$ cat src/rtl/ctrl_word_pkg.sv
package ctrl_word_pkg;
  localparam int WORD_W      = 16;
  localparam int FRAME_SLOTS = 48;
  localparam int GAIN_W      = 3;
  localparam int GAIN_MAX    = 4;

  typedef logic signed [2:0] sym_t;

  // Gray-style four-level map
  function automatic sym_t map_sym(input logic [1:0] code);
    case (code)
      2'b00:   return -3'sd3;
      2'b01:   return -3'sd1;
      2'b11:   return  3'sd1;
      default: return  3'sd3;
    endcase
  endfunction
endpackage

$ cat src/rtl/cw_slot_cnt.sv
module cw_slot_cnt #(
  parameter int FRAME_SLOTS = ctrl_word_pkg::FRAME_SLOTS,
  parameter int WORD_W      = ctrl_word_pkg::WORD_W
) (
  input  logic clk_i,
  input  logic rst_ni,
  input  logic baud_i,
  output logic shift_o,
  output logic last_o
);
  localparam int CW = $clog2(FRAME_SLOTS + 1);

  logic          baud_q;
  logic          rise;
  logic [CW-1:0] cnt_q, slot_d;

  assign rise = baud_i & ~baud_q;

  // 0 means unaligned; slots run 1..FRAME_SLOTS
  always_comb begin
    if (rise)                               slot_d = CW'(1);
    else if (cnt_q == '0)                   slot_d = '0;
    else if (cnt_q == CW'(FRAME_SLOTS))     slot_d = CW'(1);
    else                                    slot_d = cnt_q + CW'(1);
  end

  always_ff @(posedge clk_i or negedge rst_ni) begin
    if (!rst_ni) begin
      baud_q <= 1'b1;
      cnt_q  <= '0;
    end else begin
      baud_q <= baud_i;
      cnt_q  <= slot_d;
    end
  end

  assign shift_o = (slot_d != '0) && (slot_d <= CW'(WORD_W));
  assign last_o  = (slot_d == CW'(WORD_W));
endmodule

$ cat src/rtl/cw_shift.sv
module cw_shift #(
  parameter int WORD_W = ctrl_word_pkg::WORD_W
) (
  input  logic              clk_i,
  input  logic              rst_ni,
  input  logic              shift_i,
  input  logic              sdata_i,
  output logic [WORD_W-1:0] word_o
);
  logic [WORD_W-2:0] sh_q;

  always_ff @(posedge clk_i or negedge rst_ni) begin
    if (!rst_ni)      sh_q <= '0;
    else if (shift_i) sh_q <= {sh_q[WORD_W-3:0], sdata_i};
  end

  // LSB bypass so the word is complete in the slot that samples it
  assign word_o = {sh_q, sdata_i};
endmodule

$ cat src/rtl/cw_decode.sv
module cw_decode
  import ctrl_word_pkg::*;
#(
  parameter int WORD_W = ctrl_word_pkg::WORD_W,
  parameter int GAIN_W = ctrl_word_pkg::GAIN_W
) (
  input  logic              clk_i,
  input  logic              rst_ni,
  input  logic              load_i,
  input  logic [WORD_W-1:0] word_i,
  output sym_t              sym_o,
  output logic              sym_vld_o,
  output logic              tx_en_o,
  output logic [GAIN_W-1:0] gain_o,
  output logic              gain_rsvd_o,
  output logic              loopback_o,
  output logic              boost_o
);
  localparam int EN_BIT  = WORD_W - 1;
  localparam int SYM_HI  = WORD_W - 2;
  localparam int GAIN_HI = WORD_W - 4;
  localparam int GAIN_LO = GAIN_HI - GAIN_W + 1;
  localparam int LB_BIT  = GAIN_LO - 1;
  localparam int BST_BIT = GAIN_LO - 2;

  logic [GAIN_W-1:0] gain_code;
  logic              gain_bad;

  assign gain_code = word_i[GAIN_HI:GAIN_LO];
  assign gain_bad  = gain_code > GAIN_W'(GAIN_MAX);

  always_ff @(posedge clk_i or negedge rst_ni) begin
    if (!rst_ni) begin
      sym_o       <= '0;
      sym_vld_o   <= 1'b0;
      tx_en_o     <= 1'b0;
      gain_o      <= '0;
      gain_rsvd_o <= 1'b0;
      loopback_o  <= 1'b0;
      boost_o     <= 1'b0;
    end else begin
      sym_vld_o <= load_i;
      if (load_i) begin
        tx_en_o     <= word_i[EN_BIT];
        sym_o       <= word_i[EN_BIT] ? map_sym(word_i[SYM_HI -: 2]) : '0;
        gain_rsvd_o <= gain_bad;
        if (!gain_bad) gain_o <= gain_code;
        loopback_o  <= word_i[LB_BIT];
        boost_o     <= word_i[BST_BIT];
      end
    end
  end
endmodule

$ cat src/rtl/ctrl_word_rx.sv
module ctrl_word_rx
  import ctrl_word_pkg::*;
#(
  parameter int FRAME_SLOTS = ctrl_word_pkg::FRAME_SLOTS,
  parameter int WORD_W      = ctrl_word_pkg::WORD_W,
  parameter int GAIN_W      = ctrl_word_pkg::GAIN_W
) (
  input  logic              clk_i,
  input  logic              rst_ni,
  input  logic              baud_i,
  input  logic              sdata_i,
  output logic signed [2:0] sym_o,
  output logic              sym_vld_o,
  output logic              tx_en_o,
  output logic [GAIN_W-1:0] gain_o,
  output logic              gain_rsvd_o,
  output logic              loopback_o,
  output logic              boost_o
);
  logic              shift, last;
  logic [WORD_W-1:0] word;

  cw_slot_cnt #(.FRAME_SLOTS(FRAME_SLOTS), .WORD_W(WORD_W)) i_cnt (
    .clk_i   (clk_i),
    .rst_ni  (rst_ni),
    .baud_i  (baud_i),
    .shift_o (shift),
    .last_o  (last)
  );

  cw_shift #(.WORD_W(WORD_W)) i_shift (
    .clk_i   (clk_i),
    .rst_ni  (rst_ni),
    .shift_i (shift),
    .sdata_i (sdata_i),
    .word_o  (word)
  );

  cw_decode #(.WORD_W(WORD_W), .GAIN_W(GAIN_W)) i_dec (
    .clk_i       (clk_i),
    .rst_ni      (rst_ni),
    .load_i      (last),
    .word_i      (word),
    .sym_o       (sym_o),
    .sym_vld_o   (sym_vld_o),
    .tx_en_o     (tx_en_o),
    .gain_o      (gain_o),
    .gain_rsvd_o (gain_rsvd_o),
    .loopback_o  (loopback_o),
    .boost_o     (boost_o)
  );
endmodule

$ cat config.mk
export PLATFORM = sky130hd
export DESIGN_NAME = ctrl_word_rx
export DESIGN_NICKNAME = d
export VERILOG_FILES = /design/src/rtl/ctrl_word_pkg.sv /design/src/rtl/cw_slot_cnt.sv /design/src/rtl/cw_shift.sv /design/src/rtl/cw_decode.sv /design/src/rtl/ctrl_word_rx.sv
export SDC_FILE = /design/constraint.sdc
export NUM_CORES = 1
export LEC_CHECK = 0
export ABC_AREA = 1
export ABC_CLOCK_PERIOD_IN_PS = 1570
export BUFFER_PORTS_ARGS = -buffer_cell sky130_fd_sc_hd__buf_2
export CORE_ASPECT_RATIO = 1.5
export CORE_MARGIN = 2
export CORE_UTILIZATION = 52
export CTS_CLUSTER_SIZE = 16
export DETAILED_ROUTE_END_ITERATION = 7
export PLACE_DENSITY = 0.71
export SYNTH_ARGS = -nofsm -noshare
export SYNTH_HDL_FRONTEND = slang
export SYNTH_SLANG_ARGS = --single-unit
export TNS_END_PERCENT = 30
$ cat constraint.sdc
create_clock -name clk_i -period 1.57 [get_ports clk_i]
set_input_delay 0.0785 -clock clk_i [delete_from_list [all_inputs] [get_ports clk_i]]
set_output_delay 0.0785 -clock clk_i [all_outputs]
set_load 0.005 [all_outputs]
# Yosys cells after proc, flatten, opt, wreduce, memory -nomap -nowiden
# Index checks and enable logic that the tools add are counted.
# word_totals
register_bits,33
inputBits,4
out_inout_bits,11
elab_cells,30
# op_classes
reduce_logical,5
eq_ne,4
n_mux,5
order_cmp,2
add_sub_neg,1
bitwise,3
# ops
op,count
$mux 6,3
$pmux 3 s3,1
$add 6x1->6 const B,1
$eq 6x5->1 const B,1
$eq 6x6->1 const B,1
$le 6x5->1 const B,1
$logic_not 6->1,1
$reduce_bool 6->1,1
$gt 3x3->1 const B,1
$mux 3,1
$eq 2x1->1 const B,1
$eq 2x2->1 const B,1
$logic_not 2->1,1
$not 1->1,2
$reduce_and 2->1,1
$and 1x1->1,1
$logic_and 1x1->1,1

# Depth between registers and ports, before layout
# Gate-level depths: netlist (run 1).
# depth
word_depth,6
mapped_depth,14

# By module
# A second synthesis (run 1) with hierarchy kept.
# hier_totals
cells_unflattened,162
area_unflattened_um2,1481.4
# modules_own_cells
mod,area_per_inst_um2,cells_each,n_inst,seq_area_each_um2
cw_shift,628.1,65,1,375.4
cw_slot_cnt,445.4,60,1,176.4
cw_decode,407.9,37,1,250.2

# Worst setup path after synthesis (run 1)
# OpenSTA, ideal clock, no wires.
# synth_timing
kind,flip-flop to flip-flop
start,reg i_cnt.cnt_q[0]
end,reg i_shift.sh_q[12]
t_arrival_ns,1.563
setup_time_ns,0.117
path_stages_with_launch,15
slack_ns,-0.110
required_time_ns,1.453
path_buffers,1
path_cell_list,dfrtp_1 > ha_1 > nand2_1 > inv_1 > nor2_1 > nand2_1 > inv_1 > nand2_1 > nand2_2 > nor2_4 > nand2_1 > nand3_2 > buf_6 > nand2_1 > nand2_1
# synth_via
elab_chain_cells,6
word_cells_on_any_way,9
cone_classes,add/sub (1); order compare (1); eq/ne (1); mux (3); reduce/logical (3)
# synth_rtl
item,line_no,rtl
"start, declared",cw_slot_cnt.sv:15,"logic [CW-1:0] cnt_q, slot_d;"
"start signal, assigned",cw_slot_cnt.sv:33,cnt_q <= slot_d;
$add 6x1->6 or $eq 6x6->1 (tied branches),"cw_slot_cnt.sv:24, cw_slot_cnt.sv:23",
$mux 6,cw_slot_cnt.sv:23,else if (cnt_q == CW'(FRAME_SLOTS)) slot_d = CW'(1);
$mux 6 (*),cw_slot_cnt.sv:22,else if (cnt_q == '0) slot_d = '0;
$mux 6 (*),cw_slot_cnt.sv:21,if (rise) slot_d = CW'(1);
$le 6x5->1 or $reduce_bool 6->1 (tied branches),cw_slot_cnt.sv:37,assign shift_o = (slot_d != '0) && (slot_d <= CW'(WORD_W));
$logic_and 1x1->1 (*),cw_slot_cnt.sv:37,
"end signal, assigned",cw_shift.sv:14,"else if (shift_i) sh_q <= {sh_q[WORD_W-3:0], sdata_i};"
"end, declared",cw_shift.sv:10,logic [WORD_W-2:0] sh_q;
# Every way passes the cells marked *; elsewhere a longest branch is shown, timed or not.
# A chain may end at the register's enable or synchronous reset.

# Worst setup path in the final report (run 1)
# layout_timing
start,reg i_cnt.cnt_q[1]
end,reg i_shift.sh_q[10]
# The elaborated chain is that of the path after synthesis.

==> qor.txt, run 1 <==
Worst Hold Path EP = i_shift.sh_q[0]
Die ar. = 0.003608 mm²
Final Skew = 0.007645 ns
DR iter-0 viols = 21
Core area = 0.002943 mm²
Drt via density = 5.142
Grt total ovfl = 0
Seq/Total Area, Yosys = 49.19%
Fin Hold WS = 0.02520 ns
Worst path bufs/invs = 1
Minimum clock period = 1.692 ns
Initial Util = 55.40%
Layout Cells excl Fill = 268
First-pass DRT Iterations = 5
Crit path DAT = 1.88 ns
CTS tree = yes
CP endpoint kind = flip-flop
Share of layout cells above drive strength 1 = 35.37%
Synth Area per Inst = 8.318 µm²
CTS clock-pin slew for the worst setup and hold paths = 0.07 ns
Pwr dens = 1864 mW/mm²
Startpoint types = flip-flop
Later-pin clock latency in the skew report = 0.29 ns
Largest net degree at the start of global routing = 33
Max IR drop VDD = 1.341 mV
Standard-cell rows = 24
Unrepaired setup endpoints after global routing = yes
Wire length per cell = 12.91 µm
Residual DRC = 0
Final period utilization = 107.8%
Cell Area, Synth = 0.001630 mm²
CP Class = reg -> reg
Tot GR Track Use = 22.09%
H-tree levels = 2
Die Width = 49.72 µm
Least-Margin Pin Slew = 0.7068 ns
Status = complete, but fails checks
Yosys cell types = 22
TritonCTS Buffers = 5
Synth Instances = 196
Pre-CTS setup slack = -0.1492 ns
FF-to-FF setup slack = -0.12 ns
Nets = 237
Max-Cap Viols = 0
CP Cell Sequence = inv_2 > ha_4 > nand2_2 > nor2_4 > nand2_2 > nand2_4 > nand3_4 > nand2_2 > nand2_2 > nand3_1 > nand2_1
Final Core Density = 70.03%
Filler cell count = 257
Antenna diode count = 0
# IOs = 15
Area Growth Syn to Fin = 26.40%
Number of synthesized register bits = 32
Pleak = 1.121 nW
Final setup margin = -0.1219 ns
Reg2Reg Launch Point = i_cnt.cnt_q[1]
Max Buffers Root-to-Sink = 2
Most used cell along the critical path = nand2_2
Crit path max fanout = 7
Hold Path Depth = 3
CP required = 1.75 ns
Vias in the first global route = 1,425
Worst min path class = in -> reg
RR Endpoint = i_shift.sh_q[10]
First-pass GRT wire length = 6.009 mm
Initial antenna violation count = 0
Failing checks = setup timing
Fin. max-slew vios = 0
IO Port Bufs = 14
Endpoints failing setup = 25
Crit path max-delay cell type = dfrtp_2
Fmax = 591.1 MHz
Synthesis warning total = 0
Final-report hold violation count = 0
Die Height = 72.58 µm
CTS root buffer = clkbuf_8
Remaining antenna violation count = 0
Total design power = 3.840 mW
Syn nets = 205
DP Wirelength = 2.360 mm
Placed Cells = 256
Cell family with most CP delay = simple AND/OR/NAND/NOR gates
CTS Sinks = 32
Min-delay src = sdata_i
Reg2reg path depth = 11
Slowest stage delay, CP = 0.45 ns
WL final = 3.460 mm
GP Congestion = 0.8606
Max_slew headroom = 52.88%
# Post-CTS Setup Buffers = 0
Vias = 1,378
[synth_stat cells]
master | number | area [µm²]
nand3_2 | 2 | 20.02
nor2_1 | 9 | 33.78
nand2_4 | 2 | 22.52
dfrtp_1 | 31 | 775.7
nor2_2 | 1 | 6.260
o21ai_1 | 4 | 20.02
inv_2 | 6 | 22.52
o21ai_2 | 1 | 8.760
dfstp_2 | 1 | 26.28
inv_1 | 21 | 78.83
buf_6 | 2 | 22.52
buf_4 | 2 | 15.01
nand2_2 | 7 | 43.79
buf_2 | 1 | 5.000
nand3_1 | 23 | 115.1
nand2_1 | 65 | 244.0
a21oi_1 | 3 | 15.01
nand3_4 | 1 | 17.52
nand4_1 | 4 | 25.02
nor2_4 | 4 | 45.04
nor3_1 | 1 | 5.000
ha_1 | 5 | 62.56
[cell families (layout without fill, tap and decap cells)]
kind of cell	Yosys count	in the layout	share of synthesized area (%)
AOI/OAI and AO/OA	8	8	2.686
adders and majority gates	5	5	3.837
buffers and inverters	32	63	8.825
DFF	32	32	49.19
and+or+nand+nor	119	121	35.46
[final cells by class]
cell class | count | area [µm²] | area share, %
inverters | 27 | 103.9 | 5.039
repair buffers | 28 | 180.2 | 8.743
flip-flops and latches | 32 | 807.0 | 39.16
multi-input cells | 134 | 809.5 | 39.28
well taps | 39 | 48.80 | 2.368
clock buffers | 5 | 68.82 | 3.339
clock inverters | 3 | 42.54 | 2.064
[flip-flops by register name, indices dropped and copies added (netlist names)]
register           cells
i_dec.sym_vld_o        1
i_dec.gain_rsvd_o      1
i_dec.sym_o            3
i_shift.sh_q          15
i_cnt.cnt_q            6
i_dec.boost_o          1
i_cnt.baud_q           1
i_dec.gain_o           3
i_dec.loopback_o       1
[through the flow]
step,cell area (µm²),setup TNS (ns)
floorplan,1690,-0.3091
global placement,1853,-1.809
detailed placement,1853,-2.983
CTS,2032,-2.231
global route,2061,-5.253
finish,2061,-2.241
[placed cells by master (no fill, tap or decap), drive strengths merged]
master	netlist	final
nor3	1	1
inv	27	27
nand2	74	75
clkinvlp	0	1
clkinv	0	1
ha	5	5
nand4	4	4
dlygate4sd3	0	2
dfrtp	31	31
bufinv	0	1
buf	5	26
nor2	14	14
o21ai	5	5
dfstp	1	1
clkbuf	0	5
a21oi	3	3
nand3	26	27
[how the worst max path moves through the flow]
stage | from | end | depth (start not counted)
2_1_floorplan | i_cnt.cnt_q[1] | i_shift.sh_q[10] | 12
3_3_place_gp | i_cnt.cnt_q[1] | i_shift.sh_q[9] | 11
3_5_place_dp | i_cnt.cnt_q[0] | i_shift.sh_q[1] | 11
4_1_cts | i_cnt.cnt_q[1] | i_shift.sh_q[1] | 12
5_1_grt | i_cnt.cnt_q[1] | i_shift.sh_q[5] | 11
6_report | i_cnt.cnt_q[1] | i_shift.sh_q[10] | 11
[worst min-delay path: cells and delay by family]
kind | cells | cell delay [ns]
buffers and inverters | 1 | 0.08
and+or+nand+nor | 2 | 0.12
[repair_timing]
item | 4_1_cts | 5_1_grt
hold buffers | 2 | 0
cloned | 1 | 1
hold endpoints to repair | 32 | 0
setup endpoints to repair | 25 | 25
resized for setup | 9 | 7
pin swaps | 4 | 3
[where the power goes]
group          switching [mW]  internal, mW
clock                   0.318         0.469
sequential              0.230          1.10
combinational            1.05         0.671
total                    1.60          2.24
[metal layers]
metal	routed length, µm	vias to the layer above	part of all wire (%)	global-route usage (%)
li1	-	676	-	-
met1	1330	649	38	24.01
met2	1884	38	54	40.15
met3	123	15	3.6	4.508
met4	121	0	3.5	11.11
met5	0	-	0	0
Power figures use the tool's default switching activity.
==> run 2, diff against run 1 <==
--- a/config.mk
+++ b/config.mk
@@ -5,7 +5,6 @@
 export SDC_FILE = /design/constraint.sdc
 export NUM_CORES = 1
 export LEC_CHECK = 0
-export ABC_AREA = 1
 export ABC_CLOCK_PERIOD_IN_PS = 1570
 export BUFFER_PORTS_ARGS = -buffer_cell sky130_fd_sc_hd__buf_2
 export CORE_ASPECT_RATIO = 1.5
==> run 2 against run 1 <==
The run still ends with setup timing left. Fmax fell by 30%. Total power grew 6.6%. Via count is 27% lower. Die area is 5.6% lower. Final area fell by 2.3%. Cell count shrank 26%. Core utilization is 0.54 points higher. Clock skew is 0.0045 ns lower. Synthesized cell count down 42%. Largest power group unchanged. Highest routed layer unchanged.
==> qor.txt, run 2 <==
Synth Instances = 113 (-42%)
Die ar. = 0.003407 mm² (-5.6%)
CP Class = reg -> reg
Worst min path class = in -> reg
Share of layout cells above drive strength 1 = 52.50% (+17 points)
Top Layer Used = met4
Core area = 0.002853 mm² (-3.1%)
Most frequent cell after synthesis = dfrtp_1
Most frequent cells in the layout = dfrtp_1, buf_4, buf_2, mux2_4
Crit path from = i_cnt.cnt_q[1]
Most flop-heavy register = i_shift.sh_q
M1 WL = 1.089 mm (-18%)
Vias = 1,008 (-27%)
Grt total ovfl = 0 (unchanged)
Final-report hold violation count = 0 (unchanged)
Status = complete, but fails checks
Later-pin clock latency in the skew report = 0.28 ns (about the same)
Fin. max-slew vios = 0 (unchanged)
Remaining antenna violation count = 0 (unchanged)
Post-synth ARST share = 100.0% (unchanged)
Top-area cell type share of the netlist area = 50.61% (+3.0 points)
Vias in the first global route = 1,021 (-28%)
Synthesis warning total = 0 (unchanged)
Antenna diode count = 0 (unchanged)
Post-synth EDFFs = 0 (unchanged)
CTS Sinks = 32 (unchanged)
Initial antenna violation count = 0 (unchanged)
Min-delay src = sdata_i
H-tree levels = 2 (unchanged)
Max FFs per register = 15 (unchanged)
Crit path max fanout = 5 (-2)
Initial Util = 53.73% (-1.7 points)
Failing checks = setup timing
Endpoints failing setup = 25 (unchanged)
Final period utilization = 153.6% (+46 points)
Yosys cell types = 35 (+59%)
DP Wirelength = 1.914 mm (-19%)
CTS tree = yes
Pwr dens = 2034 mW/mm² (+9.2%)
Residual DRC = 0 (unchanged)
Syn nets = 122 (-40%)
Most common library cells after synthesis = dfrtp_1, mux2_4, mux2_2
GP Congestion = 0.7891 (-8.3%)
Reg2Reg Launch Point = i_cnt.cnt_q[1]
DR iter-0 viols = 18 (-14%)
First-pass GRT wire length = 4.602 mm (-23%)
# IOs = 15 (unchanged)
Pleak = 0.9886 nW (-12%)
Main synth FF type = dfrtp_1
TritonCTS Buffers = 5 (unchanged)
Fmax = 414.5 MHz (-30%)
Least-Margin Pin Slew = 0.7039 ns (-0.002870 ns)
IO Port Bufs = 14 (unchanged)
Die Width = 48.33 µm (-2.8%)
Max IR drop VDD = 1.351 mV (+0.73%)
Synth Area per Inst = 13.56 µm² (+63%)
Commonest non-fill, non-tap cell in the layout = dfrtp_1
Largest net degree at the start of global routing = 33 (unchanged)
Area Growth Syn to Fin = 31.35%
Max_slew headroom = 53.07% (+0.19 points)
Die Height = 70.49 µm (-2.9%)
Synth area leader = dfrtp_1
Metal2 WL = 1.628 mm (-14%)
Met3 Wirelength = 60 µm (-51%)
Cell Area, Synth = 0.001533 mm² (-6.0%)
Fin Hold WS = 0.03413 ns (+0.008927 ns)
Unrepaired setup endpoints after global routing = yes
Wire length per cell = 14.28 µm (+11%)
Minimum clock period = 2.412 ns (+0.7204 ns)
Synth top area cells = dfrtp_1, mux2_4, mux2_2, ha_1, a2111oi_4
Number of synthesized register bits = 32 (unchanged)
CP endpoint kind = flip-flop
Standard-cell rows = 24 (unchanged)
Final setup margin = -0.8423 ns (-0.7204 ns)
Final Skew = 0.003148 ns (-0.004497 ns)
Startpoint types = flip-flop
CTS clock-pin slew for the worst setup and hold paths = 0.06 ns (about the same)
WL final = 2.842 mm (-18%)
CP required = 1.74 ns (about the same)
Max-Cap Viols = 0 (unchanged)
Max Buffers Root-to-Sink = 2 (unchanged)
Tot GR Track Use = 18.10% (-4.0 points)
Top Registers = i_shift.sh_q x15, i_cnt.cnt_q x6
Seq/Total Area, Yosys = 52.33% (+3.1 points)
Nets = 168 (-29%)
CTS root buffer = clkbuf_8
Setup TNS = -18.90 ns (-16.66 ns)
First-pass DRT Iterations = 4 (-1)
Crit path DAT = 2.58 ns (+0.70 ns)
Drt via density = 5.065 (-1.5%)
## run 2: cell types whose count changed after synthesis, sizes merged, moves of 2 or more
cell,delta
xnor2,+3
xor2,+3
nand3,-23
mux2,+17
nor2,-8
a2bb2oi,+2
inv,-20
nand4,-4
nand2,-69
o211ai,+2
## run 2: kinds of logic after synthesis
kind of cell    after synthesis  share of synthesized area (%)
buf+inv                      12                          5.469
simple gates                 22                          8.000
compound gates               18                          11.35
mux                          18                          15.35
flops                        32                          52.33
xor+xnor                      6                          3.429
fa+ha+maj                     5                          4.082
## run 2: cell type report
class                   instances  area, µm²
repair buffers                 44      337.8
clock buffers                   6      72.57
inverters                       7      26.28
multi-input cells              69      690.7
fillers                       203      839.6
clock inverters                 2      35.03
well taps                      39      48.80
flip-flops and latches         32      802.0
## run 2: timing repair
item	in CTS	in global routing
setup buffers	3	3
cloned	0	1
endpoints found under the hold margin	32	0
gates resized for setup	9	6
endpoints found under the setup margin	25	30
pin swaps	0	6
hold buffers	2	0
## run 2: per-stage QoR
stage               power [mW]  instance area [µm²]  utilization, %  setup WS (ns)  instances
detailed placement       2.961                 1767           61.93        -0.8020        182
finish                   4.095                 2013           70.57        -0.8423        199
CTS                      3.930                 1952           68.42        -0.7647        195
global route             4.325                 2013           70.57        -0.9197        199
floorplan                2.526                 1535               -        -0.7714        113
global placement         2.876                 1767           61.93        -0.7438        182
## run 2: power by group
part | total, mW | internal (mW) | switching (mW) | leakage [nW]
registers | 1.37 | 1.11 | 0.265 | 0.405
clock network | 0.758 | 0.470 | 0.288 | 0.0552
logic | 1.97 | 1.26 | 0.705 | 0.529
## run 2: routing by layer
metal	global-route usage [%]	up-vias
met1	18.79	508
met2	33.49	14
met3	3.846	5
li1	-	481
met4	9.524	0
met5	0	-
## run 2: path summary, 6_finish.rpt
kind	end	slack, ns	cells after the start
min in group asynchronous	i_shift.sh_q[7]	0.38	2
worst min register to register	i_dec.sym_o[1]	0.48	2
worst max register to register	i_shift.sh_q[4]	-0.84	8
max in group asynchronous	i_dec.sym_o[2]	0.74	2
worst max-delay path	i_shift.sh_q[4]	-0.84	8
worst min-delay path	i_shift.sh_q[0]	0.03	2
## run 2: worst max-delay path: stages (launching register included)
cell	delay [ns]
dfrtp_1	0.41
ha_2	0.21
or3_4	0.33
o41a_4	0.12
a2111oi_4	0.40
xnor2_1	0.18
o21ai_2	0.15
clkbuf_16	0.20
mux2_4	0.29
==> run 3, diff against run 2 <==
--- a/config.mk
+++ b/config.mk
@@ -8,7 +8,7 @@
 export ABC_CLOCK_PERIOD_IN_PS = 1570
 export BUFFER_PORTS_ARGS = -buffer_cell sky130_fd_sc_hd__buf_2
 export CORE_ASPECT_RATIO = 1.5
-export CORE_MARGIN = 2
+export CORE_MARGIN = 1.5
 export CORE_UTILIZATION = 52
 export CTS_CLUSTER_SIZE = 16
 export DETAILED_ROUTE_END_ITERATION = 7
==> run 3 against run 2 <==
The flow still finishes with violations (setup timing). Largest power group unchanged. Cell count shrank 1.0%. Highest routed layer unchanged. Sequential power about the same. Largest cell class unchanged. First-iteration DRC count shrank 28%. Global-route usage grew 3.7 points.
==> qor.txt, run 3 (synthesis gave the netlist of run 2 again) <==
CTS root buffer = clkbuf_8
Pre-CTS setup slack = -0.8242 ns (-0.02220 ns)
Crit path DAT = 2.51 ns (-0.07 ns)
Max-Cap Viols = 0 (unchanged)
Least-Margin Pin Slew = 0.6874 ns (-0.01650 ns)
Endpoints failing setup = 25 (unchanged)
Remaining antenna violation count = 0 (unchanged)
Final period utilization = 149.3% (-4.4 points)
Max Buffers Root-to-Sink = 2 (unchanged)
Share of layout cells above drive strength 1 = 52.50% (unchanged)
DP Wirelength = 2.038 mm (+6.5%)
Fmax = 426.7 MHz (+2.9%)
DR iter-0 viols = 13 (-5)
Final setup margin = -0.7733 ns (+0.06895 ns)
Met1 usage = 22.46% (+3.7 points)
Wire length per cell = 14.32 µm (+0.27%)
Residual DRC = 0 (unchanged)
Status = complete, but fails checks
Standard-cell rows = 23 (-4.2%)
Layout Cells excl Fill = 197 (-1.0%)
Drt via density = 5.112 (+0.92%)
Initial antenna violation count = 0 (unchanged)
First-pass DRT Iterations = 4 (unchanged)
Fin. max-slew vios = 0 (unchanged)
TritonCTS Buffers = 5 (unchanged)
Grt total ovfl = 0 (unchanged)
Fin Hold WS = 0.006779 ns (-0.02735 ns)
CTS clock-pin slew for the worst setup and hold paths = 0.06 ns (about the same)
Most frequent cells in the layout = dfrtp_1, buf_4, buf_2, mux2_4, mux2_2
Area Growth Syn to Fin = 29.71%
Final Skew = 0.003078 ns (-0.00006953 ns)
Pleak = 0.9811 nW (-0.76%)
CP endpoint kind = flip-flop
Placed Cells = 180 (-1.1%)
Die ar. = 0.003289 mm² (-3.5%)
WL final = 2.821 mm (-0.74%)
Max FFs per register = 15 (unchanged)
Antenna diode count = 0 (unchanged)
Unrepaired setup endpoints after global routing = yes
Tot GR Track Use = 21.77% (+3.7 points)
Minimum clock period = 2.343 ns (-0.06895 ns)
Final-report hold violation count = 0 (unchanged)
Vias in the first global route = 1,129 (+11%)
Max_slew headroom = 54.17% (+1.1 points)
First-pass GRT wire length = 4.968 mm (+8.0%)
GR Util met3 = 6.771% (+2.9 points)
Top Registers = i_shift.sh_q x15, i_cnt.cnt_q x6
Later-pin clock latency in the skew report = 0.28 ns (about the same)
CTS tree = yes
H-tree levels = 2 (unchanged)
# IOs = 15 (unchanged)
Worst min path class = in -> reg
Met2 Use GR = 36.34% (+2.8 points)
IO Port Bufs = 14 (unchanged)
Initial Util = 56.06% (+2.3 points)
Most flop-heavy register = i_shift.sh_q
Gr busiest metal = met2
GP Congestion = 0.7268 (-7.9%)
Crit path max fanout = 5 (unchanged)
Nets = 168 (unchanged)
Die Height = 69.49 µm (-1.4%)
CP required = 1.74 ns (about the same)
Core area = 0.002734 mm² (-4.2%)
Largest net degree at the start of global routing = 33 (unchanged)
Max IR drop VDD = 1.295 mV (-4.1%)
CTS Sinks = 32 (unchanged)
CP Class = reg -> reg
Vias = 1,007 (-0.099%)
Pwr dens = 2081 mW/mm² (+2.3%)
Failing checks = setup timing
Die Width = 47.33 µm (-2.1%)
Startpoint types = flip-flop
Commonest non-fill, non-tap cell in the layout = dfrtp_1
==> run 3: changes by cell type in the layout (fill, tap and decap cells not counted), moves of 2 or more <==
cell / previous run / this run
buf_4: 24 / 27
clkbuf_8: 5 / 7
mux2_2: 4 / 8
mux2_4: 13 / 9
==> run 3: layout make-up <==
type / count / area [µm²]
Tap cell: 37 / 46.29
Sequential cell: 32 / 802.0
Multi-Input combinational cell: 69 / 665.6
Inverter: 7 / 26.28
Timing Repair Buffer: 44 / 321.6
Clock buffer: 7 / 96.34
Fill cell: 178 / 745.7
Clock inverter: 1 / 30.03
==> run 3: report_power, final <==
| part | internal (mW) | switching (mW) |
|---|---|---|
| registers | 1.11 | 0.258 |
| logic | 1.23 | 0.691 |
| clock network | 0.559 | 0.291 |
| total | 2.90 | 1.24 |
==> run 3: per-stage QoR <==
| stage | area, µm² | TNS [ns] | utilization, % | power (mW) |
|---|---|---|---|---|
| floorplan | 1535 | -15.95 | - | 2.526 |
| CTS | 1997 | -18.69 | 73.04 | 4.233 |
| detailed placement | 1764 | -17.87 | 64.53 | 3.006 |
| global route | 1988 | -19.17 | 72.72 | 4.388 |
| global placement | 1764 | -16.10 | 64.53 | 2.896 |
| finish | 1988 | -16.74 | 72.72 | 4.137 |
==> run 3: final timing paths <==
kind	start	to	slack, ns	cells after the start
hold reg to reg	i_dec.sym_o[1]	i_dec.sym_o[1]	0.48	2
setup / recovery	i_cnt.cnt_q[0]	i_shift.sh_q[12]	-0.77	9
min in group asynchronous	rst_ni	i_dec.sym_vld_o	0.37	2
setup reg to reg	i_cnt.cnt_q[0]	i_shift.sh_q[12]	-0.77	9
hold / removal	baud_i	i_cnt.baud_q	0.007	2
max in group asynchronous	rst_ni	i_dec.loopback_o	0.75	2
==> run 3: worst max-delay path, cell delays in order (launching register included) <==
cell and delay [ns]:
dfrtp_1 0.42, ha_2 0.19, or3_4 0.33, o41a_4 0.12, a2111oi_4 0.33, xnor2_1 0.17
o21ai_2 0.10, buf_4 0.15, buf_6 0.12, mux2_4 0.29
==> run 3: what timing repair did <==
action / CTS / global route
setup buffers: 7 / 1
endpoints found under the setup margin: 27 / 29
hold buffers: 1 / 0
resized for setup: 6 / 2
pin swaps: 5 / 4
hold endpoints to repair: 31 / 0
cloned: 1 / 0
==> run 3: layer usage <==
layer  part of all wire (%)  up-vias
met5                      0        -
met4                    2.5        0
met3                    2.9        6
met2                     57       15
met1                     37      503
li1                       -      483
